## src/rtl/win_bar_decoder.sv

```systemverilog
module win_bar_decoder #(
  parameter int CHIP_W = 3,
  parameter int UNIT_W = 3,
  parameter int RA_W   = 6,
  parameter int PA_W   = 50
) (
  input  logic              clk,
  input  logic              rst_n,
  input  logic [CHIP_W-1:0] chip_id,
  input  logic [UNIT_W-1:0] unit_id,
  input  logic              reg_wr,
  input  logic              reg_rd,
  input  logic [RA_W-1:0]   reg_addr,
  input  logic [3:0]        reg_size,
  input  logic [63:0]       reg_wdata,
  output logic [63:0]       reg_rdata,
  output logic              reg_err,
  input  logic [PA_W-1:0]   dec_addr,
  output logic              dec_hit,
  output logic [1:0]        dec_win,
  output logic [PA_W-1:0]   dec_off
);

  localparam int IDX_W = RA_W - 3;
  localparam int SHIFT = 14;
  localparam logic [IDX_W-1:0] IX_M0B = IDX_W'(0);
  localparam logic [IDX_W-1:0] IX_M0M = IDX_W'(1);
  localparam logic [IDX_W-1:0] IX_M1B = IDX_W'(2);
  localparam logic [IDX_W-1:0] IX_M1M = IDX_W'(3);
  localparam logic [IDX_W-1:0] IX_RWB = IDX_W'(4);
  localparam logic [IDX_W-1:0] IX_EN  = IDX_W'(5);
  localparam logic [63:0] KEEP_MEM = 64'hFFFF_FFFF_C000_0000;
  localparam logic [63:0] KEEP_RW  = 64'hFFFF_FFFF_FC00_0000;
  localparam logic [63:0] KEEP_EN  = 64'hF800_0000_0000_0000;
  localparam logic [63:0] RW_LIM   = 64'h0000_0000_0000_0FFF;
  localparam int EN_M0 = 63;
  localparam int EN_M1 = 62;
  localparam int EN_RW = 61;

  logic [63:0] m0_base, m0_mask, m1_base, m1_mask, rw_base, win_en;
  logic [63:0] chip64, unit64;
  logic [IDX_W-1:0] idx;
  logic acc_ok, idx_known, mem_guard, rw_guard, err_d;

  assign idx       = reg_addr[RA_W-1:3];
  assign acc_ok    = (reg_size == 4'd8) && (reg_addr[2:0] == 3'd0);
  assign idx_known = idx <= IX_EN;
  assign mem_guard = win_en[EN_M0] | win_en[EN_M1];
  assign rw_guard  = win_en[EN_RW];
  assign chip64    = 64'(chip_id);
  assign unit64    = 64'(unit_id);

  always_comb begin
    err_d = (reg_wr || reg_rd) && !acc_ok;
    if (reg_wr && acc_ok) begin
      if (!idx_known) err_d = 1'b1;
      else if (idx <= IX_M1M && mem_guard) err_d = 1'b1;
      else if (idx == IX_RWB && rw_guard) err_d = 1'b1;
    end
  end

  always_ff @(posedge clk) begin
    if (!rst_n) begin
      m0_base <= (64'h3d00000000000 + 64'h4000000000 * chip64 + 64'h1000000000 * unit64) << SHIFT;
      m1_base <= (64'h3ff8000000000 + 64'h0200000000 * chip64 + 64'h0080000000 * unit64) << SHIFT;
      rw_base <= (64'h3fffe40000000 + 64'h0000400000 * chip64 + 64'h0000100000 * unit64) << SHIFT;
      m0_mask <= 64'h3fff000000000 << SHIFT;
      m1_mask <= 64'h3ffff80000000 << SHIFT;
      win_en  <= '0;
      reg_err <= 1'b0;
    end else begin
      reg_err <= err_d;
      if (reg_wr && acc_ok) begin
        case (idx)
          IX_M0B:  m0_base <= reg_wdata & KEEP_MEM;
          IX_M0M:  m0_mask <= reg_wdata & KEEP_MEM;
          IX_M1B:  m1_base <= reg_wdata & KEEP_MEM;
          IX_M1M:  m1_mask <= reg_wdata & KEEP_MEM;
          IX_RWB:  rw_base <= reg_wdata & KEEP_RW;
          IX_EN:   win_en  <= reg_wdata & KEEP_EN;
          default: ;
        endcase
      end
    end
  end

  always_comb begin
    reg_rdata = '0;
    if (reg_rd && acc_ok) begin
      case (idx)
        IX_M0B:  reg_rdata = m0_base;
        IX_M0M:  reg_rdata = m0_mask;
        IX_M1B:  reg_rdata = m1_base;
        IX_M1M:  reg_rdata = m1_mask;
        IX_RWB:  reg_rdata = rw_base;
        IX_EN:   reg_rdata = win_en;
        default: reg_rdata = '0;
      endcase
    end
  end

  logic [63:0] pa64, m0_size, m1_size, m0_lim, m1_lim;
  logic m0_hit, m1_hit, rw_hit;

  assign pa64    = 64'(dec_addr);
  assign m0_size = (~m0_mask >> SHIFT) + 64'd1;
  assign m1_size = (~m1_mask >> SHIFT) + 64'd1;
  assign m0_lim  = m0_size - 64'd1;
  assign m1_lim  = m1_size - 64'd1;
  assign m0_hit  = win_en[EN_M0] && ((pa64 & ~m0_lim) == (m0_base >> SHIFT));
  assign m1_hit  = win_en[EN_M1] && ((pa64 & ~m1_lim) == (m1_base >> SHIFT));
  assign rw_hit  = win_en[EN_RW] && ((pa64 & ~RW_LIM) == (rw_base >> SHIFT));

  always_comb begin
    dec_hit = 1'b1;
    dec_win = 2'd0;
    dec_off = '0;
    if (rw_hit) begin
      dec_win = 2'd2;
      dec_off = PA_W'(pa64 & RW_LIM);
    end else if (m0_hit) begin
      dec_win = 2'd0;
      dec_off = PA_W'(pa64 & m0_lim);
    end else if (m1_hit) begin
      dec_win = 2'd1;
      dec_off = PA_W'(pa64 & m1_lim);
    end else begin
      dec_hit = 1'b0;
    end
  end

  AST_BAD_ACCESS_FLAGS: assert property (@(posedge clk) disable iff (!rst_n)
    (reg_wr || reg_rd) && !acc_ok |=> reg_err);
  AST_BAD_WRITE_HOLDS: assert property (@(posedge clk) disable iff (!rst_n)
    reg_wr && !acc_ok |=> $stable(m0_base) && $stable(m0_mask) && $stable(m1_base)
                          && $stable(m1_mask) && $stable(rw_base) && $stable(win_en));
  AST_HOLE_READ_ZERO: assert property (@(posedge clk) disable iff (!rst_n)
    reg_rd && !idx_known |-> reg_rdata == 64'd0);
  AST_IDLE_NO_HIT: assert property (@(posedge clk) disable iff (!rst_n)
    win_en[63:61] == 3'd0 |-> !dec_hit);
  AST_RW_OFF_4K: assert property (@(posedge clk) disable iff (!rst_n)
    dec_hit && dec_win == 2'd2 |-> dec_off < PA_W'(4096));
  AST_REPROG_FLAGS: assert property (@(posedge clk) disable iff (!rst_n)
    reg_wr && acc_ok && idx == IX_RWB && win_en[EN_RW] |=> reg_err);
  AST_UNKNOWN_FLAGS: assert property (@(posedge clk) disable iff (!rst_n)
    reg_wr && acc_ok && !idx_known |=> reg_err && $stable(win_en));

endmodule

```

## config.mk

```make
export PLATFORM = sky130hd
export DESIGN_NAME = win_bar_decoder
export DESIGN_NICKNAME = d
export VERILOG_FILES = /design/src/rtl/win_bar_decoder.sv
export SDC_FILE = /design/constraint.sdc
export NUM_CORES = 1
export LEC_CHECK = 0
export BUFFER_PORTS_ARGS = -buffer_cell sky130_fd_sc_hd__buf_2
export CORE_ASPECT_RATIO = 0.6
export CORE_MARGIN = 5
export CORE_UTILIZATION = 50
export CTS_BUF_LIST = sky130_fd_sc_hd__clkbuf_16
export DETAILED_ROUTE_END_ITERATION = 6
export PLACE_DENSITY = 0.78
export SETUP_SLACK_MARGIN = 0.15
export SLEW_MARGIN = 20
export SYNTH_ARGS = -nofsm -noshare
export SYNTH_HDL_FRONTEND = slang
export SYNTH_SLANG_ARGS = --single-unit
```

## constraint.sdc

```tcl
create_clock -name clk -period 5.7 [get_ports clk]
set_clock_uncertainty 0.05 [all_clocks]
set_input_delay 0.285 -clock clk [delete_from_list [all_inputs] [get_ports clk]]
set_output_delay 0.285 -clock clk [all_outputs]
set_load 0.005 [all_outputs]
```

==> results.tsv <==
stage	metric	value	unit
outcome	run_status	finished, final reports clean	
synth	dominantRegCellSynth	sky130_fd_sc_hd__edfxtp_1	
placement	dpl-instance-area	12040	sq um
cts	worst_skew_pair.late_latency	0.44	ns
placement	dp.final_hpwl	28060	um
timing	maxSlewViolCount	0	
floorplanning	die_x	201.7	um
route	avgRoutedWirePerCell	24.00	um
floorplanning	initial_core_util	0.5045	
global_routing	via_count_of_the_first_global_routing_pass	9957	
setup_path	critPathRequiredTime	5.37	ns
cts	tritoncts_buffer_count	17	
finish	finish.cell_count_without_fillers	1689	
timing	setup_repair_after_global_routing_missed_its_margin	no	
synth	postSynthCellCount	1229	
placement	cell_count_after_placement	1657	
setup_path	crit_fanout	19	
timing	timing.final.hold_violations	0	
cts	cts-root-to-sink-buffers	2	
placement	buffer_ports.inserted	199	
cts	post_cts.repair.setup_buffers	0	
synth	mappedNetlistArea	11030	sq um
finish	final.fill_count	1931	
route	final_ant_viol_nets	0	
run	drv.max_cap_violation_count	0	
floorplanning	io_pins	252	
finish	layout.core_utilization	0.5770	
setup_path	setup.worst_path.end_class	output pin	
synth	ys_seq_elements	180	
setup_path	worst_path_dominant_cell_family	compound AO/OA/AOI/OAI gates	
power	total_power_per_unit_cell_area	245.4	nW/um^2
cts	htreeDepth	4	
global_routing	grt_start_max_net_pins	78	
timing	fmax	233.7	MHz
global_routing	top_usage_layer	met2	
finish	layout.nets	1526	
finish	area_delta_synth_final	14.37	%
power	max-vdd-ir-drop	0.0002258	V
global_routing	grtUsageMet3	0.1185	
route	detail_route.vias_per_cell	6.306	
floorplanning	placeableCoreArea	21860	sq um
finish	antenna_diodes	0	
setup_path	critical_path.slowest_cell	sky130_fd_sc_hd__nor2_2	
global_routing	globalRouteMet2Util	0.4429	
timing	shortest_period_the_worst_path_allows	4.279	ns
floorplanning	design.die.area	25230	sq um
placement	globalplace.congestion	0.9467	
setup_path	critical_path.cell_chain	a21o_1 -> a211oi_1 -> nand4_1 -> nor2_2 -> buf_4 -> o2111ai_1 -> a21oi_1 -> buf_2	
cts	tritoncts	done	
finish	drive_gt1_frac	0.2210	
synth	netlist-cell-type-count	70	
cts	cts_root_buffer	sky130_fd_sc_hd__clkbuf_16	
finish	multi_input_comb_area	5771	sq um
route	dr_drc_count	0	
finish	final_area	12610	sq um
cts	cts_resized	0	
global_routing	grt-ovfl-total	0	
setup_path	critical_path_s_largest_stage_delay	0.83	ns
timing	final_min_period_over_clock_period	0.7508	
setup_path	timing.reg2reg.setup_slack	4.59	ns
route	drt_first_iter_violations	1791	
route	vias	10650	
timing	setup-violations-final	0	
timing	worst_slew_pin_slew	1.175	ns
finish	sequential_cell_area	4664	sq um
setup_path	criticalPathCategory	reg -> out	
route	detailedRoute.firstPassIterationCount	7	
power	p_leak	5.276	nW
synth	synth_area_per_cell	8.974	sq um
cts	clock_sinks	180	
route	finalWirelength	40540	um
global_routing	grt_usage	0.3098	
setup_path	worst-endpoint-arrival	3.94	ns
setup_path	r2r.worst_path.cells	4	
cts	cts.hold.buffers_added	0	
synth	synth-seq-area-share	0.4229	
worst_hold_path	whs_path_depth	3	
global_routing	met1_usage	0.4303	
synth	async_flop_share	0	
timing	final.setup.tns	0	ns
synth	yosys_warnings	0	
global_routing	antenna_found_initial	1	
floorplanning	die_height	125.0	um
setup_path	worstSetupPathDepth	8	
cts	clk_transition_reported_paths	0.07	ns
global_routing	grt_pass1_wl	60060	um
timing	maxSlewHeadroom	0.2136	
setup_path	timing.critical_path.buf_inv	2	
floorplanning	core.rowCount	42	
worst_hold_path	worstHoldPathType	in -> reg	
setup_path	startpoint_type	flop	
synth	synth-edff-count	106	
## layer usage
metal / up-vias / routed length, um
li1: 4675 / -
met1: 4891 / 15350
met2: 928 / 16690
met3: 154 / 7026
met4: 2 / 1459
met5: - / 13
## final timing paths
| kind | startpoint | to |
|---|---|---|
| max | m1_base[56]$_DFFE_PP_ | dec_off[19] |
| min | reg_wdata[54] | m0_mask[54]$_SDFFE_PN1P_ |
| max reg2reg | win_en[63]$_SDFFE_PN0P_ | reg_err$_SDFF_PN0_ |
| min reg2reg | m1_mask[35]$_SDFFE_PN0P_ | m1_mask[35]$_SDFFE_PN0P_ |
## area by class of cell
cell class              instances  area share
multi-input cells             951      0.4574
flip-flops and latches        180      0.3698
repair buffers                225     0.09462
clock buffers                  17     0.03372
well taps                     286     0.02837
clock inverters                15     0.01160
inverters                      15    0.004463
## placed cells by master, fill, tap and decap left out, drive strengths merged, types with 45 or more instances in the layout
cell type | netlist | layout
nand3 | 50 | 50
a21boi | 46 | 46
dfxtp | 74 | 74
nand2 | 235 | 235
a21oi | 79 | 79
nor2 | 104 | 104
edfxtp | 106 | 106
buf | 49 | 225
xnor2 | 45 | 45
## power by group
part	total (mW)	internal (mW)	switching (mW)
registers	1.50	1.45	0.0482
logic	0.411	0.156	0.256
clock network	1.19	0.676	0.509
total	3.10	2.28	0.813
## per-stage QoR
| step | worst slack [ns] | hold WS, ns | power, mW |
|---|---|---|---|
| 6_report | 1.421 | 0.04149 | 3.096 |
| 3_5_place_dp | 2.137 | 0.4428 | 1.915 |
| 5_1_grt | 1.434 | 0.04349 | 3.175 |
| 2_1_floorplan | 0.3256 | 0.3590 | 1.752 |
| 4_1_cts | 1.730 | 0.02713 | 3.078 |
| 3_3_place_gp | 2.196 | 0.4320 | 1.903 |
## state kept, by name, summed over array words and instances (netlist names)
name / cells
m1_base: 34
rw_base: 38
reg_err: 1
m0_mask: 34
win_en: 5
m1_mask: 34
m0_base: 34
## kinds of logic (layout without fill, tap and decap cells)
family / count (synthesis) / in the layout / share of synthesized area
adders and majority gates: 2 / 2 / 0.002268
xor gates and xnor gates: 55 / 55 / 0.04368
muxes: 44 / 44 / 0.05275
AOI/OAI and AO/OA: 246 / 246 / 0.1554
buffers and inverters: 123 / 272 / 0.06602
and+or+nand+nor: 578 / 578 / 0.2566
DFF: 180 / 180 / 0.4229
other: 1 / 26 / 0.0003400
## cells in the mapped netlist (4+ instances only)
master | number | area, sq um
sky130_fd_sc_hd__buf_1 | 5 | 18.77
sky130_fd_sc_hd__clkbuf_1 | 45 | 168.9
sky130_fd_sc_hd__nand4_1 | 14 | 87.58
sky130_fd_sc_hd__a21oi_1 | 79 | 395.4
sky130_fd_sc_hd__dfxtp_1 | 74 | 1481
sky130_fd_sc_hd__mux2i_1 | 30 | 300.3
sky130_fd_sc_hd__inv_1 | 14 | 52.55
sky130_fd_sc_hd__nor3_1 | 4 | 20.02
sky130_fd_sc_hd__o2111ai_1 | 34 | 297.8
sky130_fd_sc_hd__buf_4 | 27 | 202.7
sky130_fd_sc_hd__edfxtp_1 | 106 | 3183
sky130_fd_sc_hd__a21boi_0 | 46 | 345.3
sky130_fd_sc_hd__o22ai_1 | 6 | 37.54
sky130_fd_sc_hd__nand2b_1 | 30 | 187.7
sky130_fd_sc_hd__and2_1 | 27 | 168.9
sky130_fd_sc_hd__buf_6 | 7 | 78.83
sky130_fd_sc_hd__a222oi_1 | 10 | 100.1
sky130_fd_sc_hd__nor3b_1 | 5 | 37.54
sky130_fd_sc_hd__mux4_2 | 11 | 247.7
sky130_fd_sc_hd__and3b_1 | 10 | 87.58
sky130_fd_sc_hd__o22a_1 | 7 | 61.31
sky130_fd_sc_hd__nor2_1 | 103 | 386.6
sky130_fd_sc_hd__a221oi_1 | 10 | 87.58
sky130_fd_sc_hd__or3_2 | 27 | 202.7
sky130_fd_sc_hd__a21o_1 | 9 | 67.56
sky130_fd_sc_hd__and3_1 | 21 | 131.4
sky130_fd_sc_hd__a211oi_1 | 11 | 82.58
sky130_fd_sc_hd__o2bb2ai_1 | 4 | 35.03
sky130_fd_sc_hd__buf_2 | 10 | 50.05
sky130_fd_sc_hd__o21ai_0 | 14 | 70.07
sky130_fd_sc_hd__xnor2_1 | 45 | 394.1
sky130_fd_sc_hd__or3_1 | 7 | 43.79
sky130_fd_sc_hd__a22oi_1 | 4 | 30.03
sky130_fd_sc_hd__nand3_1 | 50 | 250.2
sky130_fd_sc_hd__clkbuf_8 | 7 | 96.34
sky130_fd_sc_hd__xor2_1 | 10 | 87.58
sky130_fd_sc_hd__nor2b_1 | 27 | 168.9
sky130_fd_sc_hd__nand2_1 | 234 | 878.3
## worst reg2reg max path, cell delays in order, from the launching register on
cell and delay [ns]:
sky130_fd_sc_hd__dfxtp_1 0.36, sky130_fd_sc_hd__nor3_1 0.24, sky130_fd_sc_hd__a21oi_1 0.07, sky130_fd_sc_hd__o21ai_0 0.18
sky130_fd_sc_hd__a21boi_0 0.09
No activity file was read; power rests on OpenSTA's default activity.
